### src/rtl/spi_port_pkg.sv
`timescale 1ns/1ps
package spi_port_pkg;
    localparam int MAX_DIV   = 32;
    localparam int DIV_CNT_W = $clog2(MAX_DIV / 2);

    typedef enum logic [1:0] {
        REG_CTRL = 2'd0,
        REG_STAT = 2'd1,
        REG_DATA = 2'd2
    } reg_addr_e;

    typedef struct packed {
        logic [1:0] rate;
        logic       ie;
        logic       mst;
        logic       en;
    } ctrl_t;

    localparam int CTRL_W = $bits(ctrl_t);

    function automatic int unsigned half_period(input logic [1:0] rate);
        case (rate)
            2'd0:    return 1;
            2'd1:    return 2;
            2'd2:    return 8;
            default: return 16;
        endcase
    endfunction
endpackage

### src/rtl/spi_port_clkdiv.sv
`timescale 1ns/1ps
module spi_port_clkdiv
    import spi_port_pkg::*;
#(
    parameter int CNT_W = DIV_CNT_W
) (
    input  logic       clk,
    input  logic       rst_n,
    input  logic       run,
    input  logic [1:0] rate,
    output logic       tick
);
    logic [CNT_W-1:0] cnt_d, cnt_q;
    logic [CNT_W-1:0] lim;

    always_comb begin
        lim   = CNT_W'(half_period(rate) - 1);
        tick  = run && (cnt_q == lim);
        cnt_d = (!run || tick) ? '0 : cnt_q + 1'b1;
    end

    always_ff @(posedge clk or negedge rst_n) begin
        if (!rst_n) cnt_q <= '0;
        else        cnt_q <= cnt_d;
    end
endmodule

### src/rtl/spi_port_sync.sv
`timescale 1ns/1ps
module spi_port_sync #(
    parameter int         W       = 3,
    parameter int         STAGES  = 2,
    parameter logic [W-1:0] RST_VAL = '0
) (
    input  logic         clk,
    input  logic         rst_n,
    input  logic [W-1:0] din,
    output logic [W-1:0] dout
);
    logic [STAGES-1:0][W-1:0] pipe_d, pipe_q;

    always_comb begin
        pipe_d[0] = din;
        for (int i = 1; i < STAGES; i++) pipe_d[i] = pipe_q[i-1];
        dout = pipe_q[STAGES-1];
    end

    always_ff @(posedge clk or negedge rst_n) begin
        if (!rst_n) pipe_q <= {STAGES{RST_VAL}};
        else        pipe_q <= pipe_d;
    end
endmodule

### src/rtl/spi_port.sv
`timescale 1ns/1ps
module spi_port
    import spi_port_pkg::*;
#(
    parameter int DATA_W      = 8,
    parameter int SYNC_STAGES = 2
) (
    input  logic              clk,
    input  logic              rst_n,
    input  logic [1:0]        reg_sel,
    input  logic              reg_wr,
    input  logic              reg_rd,
    input  logic [DATA_W-1:0] reg_wdata,
    output logic [DATA_W-1:0] reg_rdata,
    output logic              irq,
    input  logic              sck_i,
    output logic              sck_o,
    output logic              sck_oe,
    input  logic              mosi_i,
    output logic              mosi_o,
    output logic              mosi_oe,
    input  logic              miso_i,
    output logic              miso_o,
    output logic              miso_oe,
    input  logic              ss_n_i
);
    localparam int BIT_W = $clog2(DATA_W);

    typedef struct packed {
        ctrl_t             ctrl;
        logic              done;
        logic              wcol;
        logic              fault;
        logic              done_arm;
        logic              fault_arm;
        logic              busy;
        logic              sck;
        logic              samp;
        logic              sck_prev;
        logic [BIT_W-1:0]  bitcnt;
        logic [DATA_W-1:0] shreg;
        logic [DATA_W-1:0] rxbuf;
    } state_t;

    state_t s_d, s_q;
    logic   tick;
    logic   ss_s, sck_s, mosi_s;
    logic   sel_lo, slave_act, xfer_act;
    logic   stat_rd, data_acc, ctrl_wr, data_wr;
    logic   s_rise, s_fall;
    ctrl_t  ctrl_new;

    spi_port_sync #(.W(3), .STAGES(SYNC_STAGES), .RST_VAL(3'b100)) u_sync (
        .clk  (clk),
        .rst_n(rst_n),
        .din  ({ss_n_i, sck_i, mosi_i}),
        .dout ({ss_s, sck_s, mosi_s})
    );

    spi_port_clkdiv u_div (
        .clk  (clk),
        .rst_n(rst_n),
        .run  (s_q.busy),
        .rate (s_q.ctrl.rate),
        .tick (tick)
    );

    always_comb begin
        s_d       = s_q;
        sel_lo    = !ss_s;
        slave_act = s_q.ctrl.en && !s_q.ctrl.mst && sel_lo;
        xfer_act  = s_q.busy || slave_act;
        stat_rd   = reg_rd && (reg_sel == REG_STAT);
        data_acc  = (reg_rd || reg_wr) && (reg_sel == REG_DATA);
        ctrl_wr   = reg_wr && (reg_sel == REG_CTRL);
        data_wr   = reg_wr && (reg_sel == REG_DATA);
        s_rise    = sck_s && !s_q.sck_prev;
        s_fall    = !sck_s && s_q.sck_prev;
        ctrl_new  = ctrl_t'(reg_wdata[CTRL_W-1:0]);
        s_d.sck_prev = sck_s;

        // flag clearing sequences
        if (stat_rd) begin
            if (s_q.done || s_q.wcol) s_d.done_arm  = 1'b1;
            if (s_q.fault)            s_d.fault_arm = 1'b1;
        end
        if (data_acc && s_q.done_arm) begin
            s_d.done     = 1'b0;
            s_d.wcol     = 1'b0;
            s_d.done_arm = 1'b0;
        end

        if (ctrl_wr) begin
            s_d.ctrl = ctrl_new;
            if (s_q.fault_arm) begin
                s_d.fault     = 1'b0;
                s_d.fault_arm = 1'b0;
            end
            if (!(ctrl_new.en && ctrl_new.mst)) begin
                s_d.busy   = 1'b0;
                s_d.sck    = 1'b0;
            end
        end

        if (!slave_act && !s_q.busy) s_d.bitcnt = '0;

        if (data_wr) begin
            if (xfer_act) begin
                s_d.wcol = 1'b1;
            end else begin
                s_d.shreg = reg_wdata;
                if (s_q.ctrl.en && s_q.ctrl.mst) begin
                    s_d.busy   = 1'b1;
                    s_d.sck    = 1'b0;
                    s_d.bitcnt = '0;
                end
            end
        end

        // master engine: sample on rising SCK, shift on falling SCK
        if (s_q.busy && tick) begin
            if (!s_q.sck) begin
                s_d.sck  = 1'b1;
                s_d.samp = miso_i;
            end else begin
                s_d.sck    = 1'b0;
                s_d.shreg  = {s_q.shreg[DATA_W-2:0], s_q.samp};
                s_d.bitcnt = s_q.bitcnt + 1'b1;
                if (s_q.bitcnt == BIT_W'(DATA_W - 1)) begin
                    s_d.busy   = 1'b0;
                    s_d.rxbuf  = {s_q.shreg[DATA_W-2:0], s_q.samp};
                    s_d.done   = 1'b1;
                    s_d.bitcnt = '0;
                end
            end
        end

        // slave engine on synchronised pins
        if (slave_act) begin
            if (s_rise) s_d.samp = mosi_s;
            if (s_fall) begin
                s_d.shreg  = {s_q.shreg[DATA_W-2:0], s_q.samp};
                s_d.bitcnt = s_q.bitcnt + 1'b1;
                if (s_q.bitcnt == BIT_W'(DATA_W - 1)) begin
                    s_d.rxbuf  = {s_q.shreg[DATA_W-2:0], s_q.samp};
                    s_d.done   = 1'b1;
                    s_d.bitcnt = '0;
                end
            end
        end

        // contention: another master pulled our select low
        if (s_q.ctrl.en && s_q.ctrl.mst && sel_lo) begin
            s_d.fault     = 1'b1;
            s_d.fault_arm = 1'b0;
            s_d.ctrl.en   = 1'b0;
            s_d.ctrl.mst  = 1'b0;
            s_d.busy      = 1'b0;
            s_d.sck       = 1'b0;
            s_d.bitcnt    = '0;
        end
    end

    always_ff @(posedge clk or negedge rst_n) begin
        if (!rst_n) s_q <= '0;
        else        s_q <= s_d;
    end

    always_comb begin
        sck_o   = s_q.sck;
        sck_oe  = s_q.ctrl.en && s_q.ctrl.mst;
        mosi_o  = s_q.shreg[DATA_W-1];
        mosi_oe = s_q.ctrl.en && s_q.ctrl.mst;
        miso_o  = s_q.shreg[DATA_W-1];
        miso_oe = slave_act;
        irq     = s_q.ctrl.ie && (s_q.done || s_q.wcol || s_q.fault);
        case (reg_sel)
            REG_CTRL: reg_rdata = DATA_W'(s_q.ctrl);
            REG_STAT: reg_rdata = DATA_W'({s_q.fault, s_q.wcol, s_q.done});
            REG_DATA: reg_rdata = s_q.rxbuf;
            default:  reg_rdata = '0;
        endcase
    end

    logic flag_done, flag_wcol, flag_fault, ctrl_ie;
    assign flag_done  = s_q.done;
    assign flag_wcol  = s_q.wcol;
    assign flag_fault = s_q.fault;
    assign ctrl_ie    = s_q.ctrl.ie;
endmodule

### config.mk
export PLATFORM = sky130hd
export DESIGN_NAME = spi_port
export DESIGN_NICKNAME = d
export VERILOG_FILES = /design/src/rtl/spi_port_pkg.sv /design/src/rtl/spi_port_clkdiv.sv /design/src/rtl/spi_port_sync.sv /design/src/rtl/spi_port.sv
export SDC_FILE = /design/constraint.sdc
export NUM_CORES = 1
export LEC_CHECK = 0
export ABC_AREA = 1
export BUFFER_PORTS_ARGS = -buffer_cell sky130_fd_sc_hd__clkbuf_2
export CAP_MARGIN = 20
export CORE_MARGIN = 5
export CORE_UTILIZATION = 40
export CTS_CLUSTER_SIZE = 16
export DETAILED_ROUTE_END_ITERATION = 10
export GPL_TIMING_DRIVEN = 0
export HOLD_SLACK_MARGIN = 0.05
export PLACE_DENSITY_LB_ADDON = 0.05
export REMOVE_ABC_BUFFERS = 1
export SYNTH_ARGS = -nofsm -noshare
export SYNTH_HDL_FRONTEND = slang
export SYNTH_SLANG_ARGS = --single-unit
### constraint.sdc
create_clock -name clk -period 1.71 [get_ports clk]
set_input_delay 0.0855 -clock clk [delete_from_list [all_inputs] [get_ports clk]]
set_output_delay 0.0855 -clock clk [all_outputs]
set_load 0.01 [all_outputs]
# == After elaboration in Yosys (flattened, before gate mapping) ==
# Index checks and enable logic that the tools add are counted.
# word_totals
reg_bits,43
input_bits,18
output_inout_bits,15
wordCells,110
# classes
add_sub_neg,3
eq_ne,6
mux,47
reduce_logical,35
# ops
cell,n
19-bit 2-to-1 mux,4
8-bit case mux with 3 select lines,1
11-bit 2-to-1 mux,2
1-bit 2-to-1 mux,21
3-bit 2-to-1 mux,7
1-bit logical AND,16
2-bit 2-to-1 mux,8
8-bit 2-to-1 mux,2
4-bit case mux with 3 select lines,1
2-bit nonzero test,4
1-bit zero test,6
1-bit logical OR,5
"4-bit by 1-bit adder with 4-bit output, second input constant",1
"2-bit by 1-bit == test with 1-bit output, second input constant",2
"2-bit == test, second input constant",2
4-bit == test,1
2-bit zero test,2
4-bit 2-to-1 mux,1
2-bit AND reduction,2
"4-bit by 1-bit subtractor with 4-bit output, second input constant",1
"3-bit by 1-bit adder with 3-bit output, second input constant",1
"3-bit == test, second input constant",1

# == Depth between registers and ports, before layout ==
# logic_depth
ltp_word,15
depth_mapped,10
depth_no_buf,10

# == By module ==
# A second synthesis with hierarchy kept.
# hier_totals
hier_cells,269
hier_area_um2,2204.6
# modules_own_cells
mod,n_inst,cells_each,area_each_um2,seq_area_each_um2
spi_port,1,222,1765.4,825.8
spi_port_clkdiv,1,41,286.5,100.1
spi_port_sync,1,6,152.6,152.6

# == Least setup slack after synthesis ==
# No wires, ideal clock.
# synth_timing
path_kind,register -> register
from,"reg u_sync.pipe_q, in the netlist u_sync.dout[2]"
to,reg s_q[17] (netlist bit)
setup_time_ns,0.116
arrival_time_ns,1.311
t_required_ns,1.594
setup_slack_ns,0.284
stages_incl_launch_ff,9
n_path_buf,1
period_less_slack_ns,1.426
path_cell_list,dfstp_2 > inv_1 > nand2_1 > inv_1 > nand2_1 > nand2_4 > buf_6 > nor2_2 > nor2_2
# synth_lines
element,line,rtl
start: declaration,spi_port_sync.sv:12,"logic [STAGES-1:0][W-1:0] pipe_d, pipe_q;"
start signal: assignment,spi_port_sync.sv:21,if (!rst_n) pipe_q <= {STAGES{RST_VAL}};
start signal: assignment,spi_port_sync.sv:22,else pipe_q <= pipe_d;
end signal: assignment,spi_port.sv:165,if (!rst_n) s_q <= '0;
end signal: assignment,spi_port.sv:166,else s_q <= s_d;
end: declaration,spi_port.sv:45,"state_t s_d, s_q;"

==> results.md <==
- The width of the chip is roughly 84 microns.
- The most instantiated library cell after synthesis is sky130_fd_sc_hd__nand2_1.
- The commonest cells after synthesis are 81 x sky130_fd_sc_hd__nand2_1, 41 x sky130_fd_sc_hd__dfrtp_1, 35 x sky130_fd_sc_hd__inv_1, 26 x sky130_fd_sc_hd__o21ai_0, 23 x sky130_fd_sc_hd__nor2_1.
- Global routing used about a quarter of the available met2 tracks.
- The total count of hold-check failures in the final report is 0.
- The worst-case setup margin in the final layout is 0.1759 ns.
- Sequential cells were found to cover 49.74% of the synthesized design area.
- Dividing the detail-routed via count by the number of cells gives about 4.6.
- The most numerous cell type found on the critical path is sky130_fd_sc_hd__nand2_1.
- The number of antenna violations at the first check in global routing is 0.
- The wire length of the first global-routing pass is 8970 microns.
- The global routing usage summed across all routing layers is around 16%.
- The initial DRC count is between 100 and 150.
- In this run the tightest slew margin relative to its limit is roughly three fifths.
- Prior to clock tree synthesis, the placed netlist has a worst setup slack of -0.09237 ns.
- The die covers about 7000 sq um.
- STA classifies the critical path startpoint as a flop.
- Setup repair after global routing left no endpoint under its margin.
- The final routed wire length divided by cell count is roughly 13 microns.
- The total area inside the core boundary comes to 5172 sq um.
- Counting the buffers created by CTS gives 5.
- The max-slew violation total from the final report was 0.
- After detailed routing, the total wire length is 4980 microns.
- In the post-synthesis netlist, the biggest area contributors are sky130_fd_sc_hd__dfrtp_1 47%, sky130_fd_sc_hd__nand2_1 14%, sky130_fd_sc_hd__inv_1 6.1%.
- The arrival time reported for the critical path endpoint is about 1.8 ns.
- The die span in y is approximately 84 microns.
- The last weighted congestion value of the routability-driven placer is about 0.80.
- The critical path is of the flop to flop type.
- The critical path starts at s_q[32]$_DFFE_PN0N_.
- The later pin in the worst-skew pair is clocked with a latency of approximately 0.30 ns.
- The via count of the first global-routing pass came to 1876.
- The number of enable flip-flop cells after synthesis is 0.
- The met1 routing resource usage after global routing is 22.01%.
- The transition time at the pin with the least slew margin is 0.6039 ns.
- Summing over every cut layer, the via total after detailed routing is 1795.
- The max-cap violation count is 0.
- The synthesized design contains 43 register bits.
- The worst register-to-register path has a setup slack of roughly 0.18 ns.
- The share of flip-flops with an asynchronous set or reset is 100.0%.
- The total number of placement rows is 26.
- The cell area after technology mapping is 2168 sq um.
- Static timing analysis puts the maximum clock frequency at roughly 650 MHz.
- At the end of the flow the core is filled with cells to 51.09%.
- The H-tree was split into 2 levels.
- The endpoint required time on the critical path is a little under 2 ns.
- The first detailed-routing pass took 4 iterations.
- Relative to the synthesized area, the layout overhead comes to 21.87%.
- TritonCTS built the clock tree.
- The worst register-to-register path begins at s_q[32]$_DFFE_PN0N_.
- The clock-pin transition on the worst setup and hold timing paths is around 0.080 ns.
- Entering global routing, the biggest net connects 27 pins.
- The final critical path takes up between 80% and 90% of the cycle.
- The main flop type after synthesis is sky130_fd_sc_hd__dfrtp_1.
- Detailed placement ended at an HPWL of between 3000 and 4000 microns.
- For this configuration, the core starts out at a cell density of about two fifths.
- After routing, the total negative slack on setup checks comes to 0 ns.
- During synthesis, Yosys emitted a total of 0 warnings.
- The fraction of synthesized cell area taken by the top area cell type is 47.32%.
- Synthesis instantiated 31 different standard cells from the library.
- The total overflow left after global routing is 0.
- The startpoint identified for the worst hold timing path is reg_wdata[3].
- 0 antenna diodes ended up in the layout.
- The cell with the biggest individual delay on the critical path is sky130_fd_sc_hd__dfrtp_2.
- In the final layout, the share of cells above drive strength 1 is between 20% and 30%.
- Walking the worst path, the cells encountered are o21ai_1 > nand2_1 > nor2_4 > nand4_4 > a21boi_4 > nand2_1 > nand2_1.
- In this run the most used layer during global routing was met2.
- For met3 alone, demand over resource in global routing was about 3.7%.
- The flow ran to the end, and the final reports show no timing, DRC or antenna violations.
- CTS saw 43 sinks.
- Setup violations remaining at the end of the flow were counted as 0.
- The type of destination of the critical path is a flop.
- For this design the static power due to leakage is 1.344 nW.
- On the final layout, the worst clock skew is 0.007749 ns.
- The smallest clock period supported by the final layout is computed as about 1.5 ns.
- CTS placed an instance of sky130_fd_sc_hd__clkbuf_8 at the clock tree root.
- For this run, design rule violations remaining after detail routing come to 0.
- The library cell with the largest summed area after synthesis is sky130_fd_sc_hd__dfrtp_1.
- The largest single stage delay on the critical path is between 0.4 and 0.5 ns.
- The longest clock path from root to sink contains 2 buffers.
- The number of top-level pins is 33.
- The cell count after synthesis came out at 270.
- Along the worst path, the maximum fanout reaches 8.
- The power density over the cells is 1193 nW/um^2.
- The maximum resistive drop on vdd is between 0.4 and 0.5 mV.
- The type of the tightest min-delay check is primary input to flop.
- The layout net count is ~340.
- The remaining antenna violation count after routing is 0.
- After filler insertion, the fill cell instance count of the layout stands at between 500 and 600.
- The synthesized area per cell is 8.031 sq um.
- Input and output buffers added on the ports amount to 32.
- The worst hold margin is roughly 0.063 ns.
report_power, final:
| part | switching [mW] | leakage (nW) | internal [mW] |
|---|---|---|---|
| Combinational | 0.526 | 0.745 | 0.352 |
| Sequential | 0.194 | 0.537 | 1.25 |
| Clock | 0.362 | 0.0612 | 0.473 |
| Total | 1.08 | 1.34 | 2.07 |
critical path, delay by kind of cell (launching register included):
kind / cells / cell delay (ns)
compound gates: 2 / 0.45
flops: 1 / 0.47
simple gates: 5 / 0.54
timing repair:
| item | in CTS | in global routing |
|---|---|---|
| hold endpoints to repair | 19 | 0 |
| pin swaps | 1 | 3 |
| buffers inserted | 1 | 6 |
| hold buffers | 5 | 0 |
| resized for setup | 3 | 4 |
| endpoints found under the setup margin | 9 | 18 |
stage by stage:
stage                     total power, mW  cells  instance area [sq um]
final                               3.153    388                   2643
after global routing                3.397    388                   2643
after CTS                           3.153    382                   2580
after detailed placement            2.302    368                   2394
after global placement              2.281    367                   2374
after floorplan                     1.985    265                   2126
flip-flops by register name (all words and copies together), names as in the netlist:
| signal | flops |
|---|---|
| ctrl_ie | 1 |
| flag_done | 1 |
| flag_fault | 1 |
| flag_wcol | 1 |
| miso_o | 1 |
| s_q | 27 |
| sck_o | 1 |
| u_div.cnt_q | 4 |
| u_sync.dout | 3 |
| u_sync.pipe_d | 3 |
cells in the final DEF (no fill, tap or decap), types with 2 or more instances in the layout:
master / instances
sky130_fd_sc_hd__nor2_2: 2
sky130_fd_sc_hd__dfrtp_2: 2
sky130_fd_sc_hd__ha_1: 3
sky130_fd_sc_hd__clkbuf_8: 6
sky130_fd_sc_hd__o21ai_0: 26
sky130_fd_sc_hd__dfstp_2: 2
sky130_fd_sc_hd__dlygate4sd3_1: 5
sky130_fd_sc_hd__nand2_1: 80
sky130_fd_sc_hd__o21ai_1: 3
sky130_fd_sc_hd__xor2_1: 2
sky130_fd_sc_hd__inv_1: 35
sky130_fd_sc_hd__nor2_4: 4
sky130_fd_sc_hd__clkbuf_2: 32
sky130_fd_sc_hd__nand3_1: 12
sky130_fd_sc_hd__nor3_1: 2
sky130_fd_sc_hd__dfrtp_1: 39
sky130_fd_sc_hd__nand4_1: 2
sky130_fd_sc_hd__or2_2: 7
sky130_fd_sc_hd__buf_4: 7
sky130_fd_sc_hd__nor2_1: 23
sky130_fd_sc_hd__inv_2: 3
sky130_fd_sc_hd__a21oi_1: 6
final timing paths:
kind,endpoint,cells after the start
max reg2reg,s_q[6]$_DFF_PN0_,7
min reg2reg,u_sync.dout[0]$_DFF_PN0_,0
max in group asynchronous,s_q[10]$_DFF_PN0_,3
min,s_q[31]$_DFFE_PN0N_,3
min in group asynchronous,u_div.cnt_q[0]$_DFF_PN0_,2
max,s_q[6]$_DFF_PN0_,7
metal layers:
| layer | up-vias | part of all wire [%] | wire [microns] |
|---|---|---|---|
| met5 | - | 0 | 0 |
| met4 | 0 | 1.6 | 81 |
| met3 | 7 | 5.2 | 258 |
| met2 | 44 | 41 | 2061 |
| met1 | 806 | 52 | 2578 |
| li1 | 938 | - | - |
cells by family after synthesis:
| logic type | after synthesis | share of synthesized area (%) |
|---|---|---|
| flip-flops | 43 | 49.74 |
| buffers and inverters | 43 | 8.540 |
| XOR/XNOR | 3 | 1.212 |
| AND/OR/NAND/NOR | 137 | 28.16 |
| AO/OA/AOI/OAI | 41 | 10.62 |
| adder cells (fa/ha/maj) | 3 | 1.731 |
area by class of cell:
class	count	area, sq um	area share [%]
Sequential cell	43	1081	40.91
Multi-Input combinational cell	184	930.9	35.23
Timing Repair Buffer	45	282.8	10.70
Inverter	38	142.6	5.398
Tap cell	70	87.58	3.314
Clock buffer	6	82.58	3.125
Clock inverter	2	35.03	1.326
Note: power is estimated with default switching activity, not from simulation.
